**src/rtl/stack_addr_pkg.sv**
```systemverilog
package stack_addr_pkg;
  parameter int OFF_W = 16;
  parameter int SEG_W = 8;
  parameter logic [OFF_W-1:0] OFF_RST = 16'hFC00;
  parameter logic [SEG_W-1:0] SEG_RST = '0;
  localparam int ADDR_W = OFF_W + SEG_W;

  typedef struct packed {
    logic doPush;
    logic doPop;
    logic byteSz;
    logic loadOff;
    logic loadSeg;
    logic loadOvf;
    logic loadUdf;
    logic illegal;
  } stackStrobes_t;
endpackage

```
**src/rtl/stack_addr_ctrl.sv**
```systemverilog
module stack_addr_ctrl
  import stack_addr_pkg::*;
(
  input  logic          clk,
  input  logic          rstN,
  input  logic          pushReq,
  input  logic          popReq,
  input  logic          byteSize,
  input  logic          offWrEn,
  input  logic          segWrEn,
  input  logic          ovfLimWrEn,
  input  logic          udfLimWrEn,
  output stackStrobes_t strobes
);
  logic anyLoad;

  always_comb begin
    anyLoad         = offWrEn | segWrEn;
    strobes.doPush  = pushReq & ~popReq & ~anyLoad;
    strobes.doPop   = popReq & ~pushReq & ~anyLoad;
    strobes.illegal = pushReq & popReq & ~anyLoad;
    strobes.byteSz  = byteSize;
    strobes.loadOff = offWrEn;
    strobes.loadSeg = segWrEn;
    strobes.loadOvf = ovfLimWrEn;
    strobes.loadUdf = udfLimWrEn;
  end

  // a load cycle never grants a stack access
  p_load_blocks_r7: assert property (@(posedge clk) disable iff (!rstN)
    (offWrEn || segWrEn) |-> !(strobes.doPush || strobes.doPop));
endmodule

```
**src/rtl/stack_addr_dp.sv**
```systemverilog
module stack_addr_dp
  import stack_addr_pkg::*;
(
  input  logic              clk,
  input  logic              rstN,
  input  stackStrobes_t     strobes,
  input  logic [OFF_W-1:0]  offWrData,
  input  logic [SEG_W-1:0]  segWrData,
  input  logic [OFF_W-1:0]  ovfLimWrData,
  input  logic [OFF_W-1:0]  udfLimWrData,
  output logic [ADDR_W-1:0] stackAddr,
  output logic              addrValid,
  output logic              ovfFlag,
  output logic              udfFlag,
  output logic              errFlag
);
  logic [OFF_W-1:0] offReg, ovfLim, udfLim;
  logic [SEG_W-1:0] segReg;
  logic [OFF_W-1:0] baseOff, stepVal, pushOff, popOff, addrOff, nextOff;
  logic             ovfHit, udfHit;

  always_comb begin
    baseOff = strobes.byteSz ? offReg : {offReg[OFF_W-1:1], 1'b0};
    stepVal = strobes.byteSz ? OFF_W'(1) : OFF_W'(2);
    pushOff = baseOff - stepVal;
    popOff  = baseOff + stepVal;
    if (strobes.doPush)     addrOff = pushOff;
    else if (strobes.doPop) addrOff = baseOff;
    else                    addrOff = offReg;
    if (strobes.loadOff)    nextOff = offWrData;
    else if (strobes.doPush) nextOff = pushOff;
    else if (strobes.doPop)  nextOff = popOff;
    else                     nextOff = offReg;
    ovfHit    = strobes.doPush && (pushOff < ovfLim);
    udfHit    = strobes.doPop && (popOff > udfLim);
    stackAddr = {segReg, addrOff};
    addrValid = strobes.doPush | strobes.doPop;
  end

  always_ff @(posedge clk or negedge rstN) begin
    if (!rstN) begin
      offReg  <= OFF_RST;
      segReg  <= SEG_RST;
      ovfLim  <= '0;
      udfLim  <= '1;
      ovfFlag <= 1'b0;
      udfFlag <= 1'b0;
      errFlag <= 1'b0;
    end else begin
      offReg <= nextOff;
      if (strobes.loadSeg) segReg <= segWrData;
      if (strobes.loadOvf) ovfLim <= ovfLimWrData;
      if (strobes.loadUdf) udfLim <= udfLimWrData;
      ovfFlag <= strobes.loadOvf ? 1'b0 : (ovfFlag | ovfHit);
      udfFlag <= strobes.loadUdf ? 1'b0 : (udfFlag | udfHit);
      errFlag <= strobes.loadOff ? 1'b0 : (errFlag | strobes.illegal);
    end
  end

  // the address shown by a push becomes the stored offset
  p_push_commit_r3: assert property (@(posedge clk) disable iff (!rstN)
    strobes.doPush |=> (offReg == $past(stackAddr[OFF_W-1:0])));
  // a pop moves the offset one step above the address it used
  p_pop_commit_r4: assert property (@(posedge clk) disable iff (!rstN)
    (strobes.doPop && !strobes.byteSz) |=>
      (offReg == OFF_W'($past(stackAddr[OFF_W-1:0]) + OFF_W'(2))));
  // word accesses are even
  p_word_even_r5: assert property (@(posedge clk) disable iff (!rstN)
    (addrValid && !strobes.byteSz) |-> !stackAddr[0]);
  // the segment only moves on a load
  p_seg_hold_r6: assert property (@(posedge clk) disable iff (!rstN)
    !strobes.loadSeg |=> $stable(segReg));
  // an illegal pair leaves the offset and raises the error flag
  p_illegal_r8: assert property (@(posedge clk) disable iff (!rstN)
    strobes.illegal |=> ($stable(offReg) && errFlag));
  // overflow flag is sticky until its limit is written
  p_ovf_sticky_r9: assert property (@(posedge clk) disable iff (!rstN)
    (ovfFlag && !strobes.loadOvf) |=> ovfFlag);
  // underflow flag is sticky until its limit is written
  p_udf_sticky_r10: assert property (@(posedge clk) disable iff (!rstN)
    (udfFlag && !strobes.loadUdf) |=> udfFlag);
endmodule

```
**src/rtl/stack_addr_unit.sv**
```systemverilog
module stack_addr_unit
  import stack_addr_pkg::*;
(
  input  logic              clk,
  input  logic              rstN,
  input  logic              pushReq,
  input  logic              popReq,
  input  logic              byteSize,
  input  logic              offWrEn,
  input  logic [OFF_W-1:0]  offWrData,
  input  logic              segWrEn,
  input  logic [SEG_W-1:0]  segWrData,
  input  logic              ovfLimWrEn,
  input  logic [OFF_W-1:0]  ovfLimWrData,
  input  logic              udfLimWrEn,
  input  logic [OFF_W-1:0]  udfLimWrData,
  output logic [ADDR_W-1:0] stackAddr,
  output logic              addrValid,
  output logic              ovfFlag,
  output logic              udfFlag,
  output logic              errFlag
);
  stackStrobes_t strobes;

  stack_addr_ctrl i_ctrl (
    .clk(clk), .rstN(rstN), .pushReq(pushReq), .popReq(popReq),
    .byteSize(byteSize), .offWrEn(offWrEn), .segWrEn(segWrEn),
    .ovfLimWrEn(ovfLimWrEn), .udfLimWrEn(udfLimWrEn), .strobes(strobes)
  );

  stack_addr_dp i_dp (
    .clk(clk), .rstN(rstN), .strobes(strobes), .offWrData(offWrData),
    .segWrData(segWrData), .ovfLimWrData(ovfLimWrData),
    .udfLimWrData(udfLimWrData), .stackAddr(stackAddr),
    .addrValid(addrValid), .ovfFlag(ovfFlag), .udfFlag(udfFlag),
    .errFlag(errFlag)
  );
endmodule

```
**config.mk**
```make
export PLATFORM = sky130hd
export DESIGN_NAME = stack_addr_unit
export DESIGN_NICKNAME = d
export VERILOG_FILES = /design/src/rtl/stack_addr_pkg.sv /design/src/rtl/stack_addr_ctrl.sv /design/src/rtl/stack_addr_dp.sv /design/src/rtl/stack_addr_unit.sv
export SDC_FILE = /design/constraint.sdc
export NUM_CORES = 1
export LEC_CHECK = 0
export ABC_AREA = 1
export BUFFER_PORTS_ARGS = -buffer_cell sky130_fd_sc_hd__buf_2
export CORE_ASPECT_RATIO = 0.8
export CORE_MARGIN = 3
export CORE_UTILIZATION = 60
export CTS_CLUSTER_SIZE = 16
export DETAILED_ROUTE_END_ITERATION = 8
export PLACE_DENSITY = 0.87
export SETUP_SLACK_MARGIN = 0.5
export SLEW_MARGIN = 10
export SYNTH_ARGS = -nofsm -noshare
export SYNTH_HDL_FRONTEND = slang
export SYNTH_SLANG_ARGS = --single-unit
```
**constraint.sdc**
```tcl
create_clock -name clk -period 4.11 [get_ports clk]
set_input_delay 0.411 -clock clk [delete_from_list [all_inputs] [get_ports clk]]
set_output_delay 0.411 -clock clk [all_outputs]
set_load 0.01 [all_outputs]
```
==> metrics.csv <==
metric,value,unit
status,finished clean,
slowest_delay,440,ps
yosys.area.top_type,dfrtp_1,
core.rowCount,26,
setup_violations,0,
syn_area,4310,µm²
clk_latency,350,ps
synth.avg_cell_area,7.06,µm²
fmax,0.350,GHz
grt_first_pass_wirelength,20.0,mm
postCtsSetupRepairBufs,0,
tns,0,ps
n_antenna_cell,0,
finalWirelength,12.1,mm
drive_above_1_share,21.5,%
p_leak,0.00265,µW
dieArea,8240,µm²
gp_congestion,0.912,
synth_top_area_share,21.5,%
cp_cell_sequence,"inv_1, fa_1, inv_1, nand3_1, nor2_1, nand2_1, nor2_1, nand2_1, and2_1, ha_1, nand2_1, nor2_1, nand4_1, inv_1, nand2_1, nand2_1, nand2_1, a21oi_1",
first_global_vias,4262,
max-vdd-ir-drop,0.214,mV
ios,93,
clockRootBuffer,clkbuf_8,
drtIter0Drc,278,
antenna_found_initial,0,
yosysSeqAreaShare,34.9,%
ant_nets,0,
slew_headroom,41.1,%
wire_per_inst,15.4,µm
cp.required,4370,ps
rsz0062_at_grt,no,
die_x,101,µm
hold_viol,0,
synth_fp_nets,710,
initial_core_util,64.6,%
fin_crit_sh,69.5,%
synth-seq-cells,59,
holdBufCountCts,0,
fin_crit,2860,ps
cts_buffers,9,
dr.pass1.iters,6,
mostFrequentLayoutCell,nand2_1,
power_density,377,nW/µm²
critPathMostFrequentCell,nand2_1,
cp_max_fo,4,
met3_length,1.12,mm
synth_cell_types,37,
place_inst,767,
route.met2.wl,5.29,mm
crit_buf_inv,3,
worst_slew_pin_slew,884,ps
wirelength_met1,5.43,mm
hpwl,9.22,mm
synth_cells,610,
routed.top_layer,met4,
grt_start_max_net_pins,40,
finClkSkew,9.00,ps
drv_cap,0,
worstSetupEndpointType,register,
vias_per_cell,5.53,
ys_warn_count,0,
cp-start-kind,register,
num_vias,4330,
pre_cts_ws,1130,ps
slew_violations,0,
cp_slowest_cell,fa_1,
grt_usage,31.3,%
cts_resized,0,
cts_tree,built,
cts.sinks,59,
fin_cells,783,
final_cell_mix,"176 x nand2_1, 92 x buf_2, 83 x inv_1",
die_h,81.8,µm
drc_errors,0,
htreeDepth,3,
layout_setup_ws,1250,ps
io_buffers,92,
hp-class,in -> async,
syn_to_final_growth,15.8,%
synth.area.top_cells,"dfrtp_1 21%, nand2_1 15%, dfstp_2 13%, ha_1 9.6%, inv_1 7.2%",
crit_family,simple AND/OR/NAND/NOR gates,
final_util,74.8,%
critical_path_class,reg -> reg,
clock_path_buffers,2,
nets,794,
whs,178,ps
cp.arrival,3120,ps
cts.clk_slew.worst_paths,70,ps
overflow,0,
coreArea,6670,µm²
[final timing paths]
kind                                       startpoint                     endpoint  slack [ps]  cells after the start
min in group clk                         segWrData[0]   i_dp.segReg[0]$_DFFE_PN0P_         260                      3
max in group asynchronous                        rstN  i_dp.offReg[11]$_DFFE_PN1P_        3060                      2
setup / recovery           i_dp.offReg[1]$_DFFE_PN0P_       i_dp.udfFlag$_DFF_PN0_        1250                     18
setup reg to reg           i_dp.offReg[1]$_DFFE_PN0P_       i_dp.udfFlag$_DFF_PN0_        1250                     18
hold reg to reg            i_dp.segReg[1]$_DFFE_PN0P_   i_dp.segReg[1]$_DFFE_PN0P_         470                      2
hold / removal                                   rstN   i_dp.segReg[3]$_DFFE_PN0P_         180                      1
[layout make-up]
cell class                      instances  area (µm²)
Sequential cell                        59        1500
Timing Repair Buffer                   94         475
Clock inverter                          4        50.0
Fill cell                             550        1680
Multi-Input combinational cell        442        2360
Tap cell                               84         105
Clock buffer                           12         155
Inverter                               88         335
[power breakdown]
part	switching [µW]	internal [µW]	total [µW]
clock network	241	312	553
registers	58.9	656	715
logic	387	226	612
[synth_stat cells]
| cell type | n |
|---|---|
| clkbuf_2 | 1 |
| nor3_1 | 4 |
| a31oi_1 | 3 |
| buf_6 | 1 |
| o21ai_0 | 60 |
| or2_2 | 1 |
| xnor2_1 | 1 |
| mux2_2 | 2 |
| nor3_4 | 1 |
| nor3_2 | 1 |
| ha_1 | 33 |
| a21oi_2 | 5 |
| clkinv_4 | 1 |
| nand2_2 | 1 |
| buf_4 | 2 |
| inv_1 | 83 |
| clkbuf_1 | 9 |
| o211ai_1 | 4 |
| nand2_1 | 176 |
| o21a_1 | 2 |
| nand4_1 | 7 |
| and2_1 | 10 |
| o21ai_2 | 1 |
| fa_1 | 2 |
| nor2_1 | 47 |
| nor2_2 | 1 |
| xor2_1 | 11 |
| nand3_1 | 39 |
| o22ai_1 | 4 |
| nand3b_1 | 1 |
| nand3_2 | 1 |
| dfrtp_1 | 37 |
| dfstp_2 | 22 |
| buf_2 | 8 |
| o21ai_1 | 3 |
| inv_2 | 4 |
| a21oi_1 | 21 |
[routing by layer]
layer	global-route usage (%)	vias up
met5	0	-
met4	10.4	0
met3	6.28	28
met2	50.9	205
met1	42.1	1976
li1	-	2121
[flip-flops by register name, summed over array words and instances (netlist names)]
signal,cells
i_dp.errFlag,1
i_dp.ovfFlag,1
i_dp.offReg,16
i_dp.ovfLim,16
i_dp.udfFlag,1
i_dp.segReg,8
i_dp.udfLim,16
[metrics by stage]
stage,area [µm²],total power [µW]
final,4990,1880
after global routing,4990,2000
after CTS,4990,1880
after detailed placement,4780,1320
after global placement,4780,1290
after floorplan,4310,1120
[cell families (layout without fill, tap and decap cells)]
kind of cell               count (synthesis)  count (layout)  synth area share [%]
buffers and inverters                    109             198                  10.2
and+or+nand+nor                          290             290                  28.3
muxes                                      2               2                 0.523
DFF                                       59              59                  34.9
xor gates and xnor gates                  12              12                  2.44
AOI/OAI and AO/OA                        103             103                  13.0
adders and majority gates                 35              35                  10.5
No activity file was read; power rests on OpenSTA's default activity.
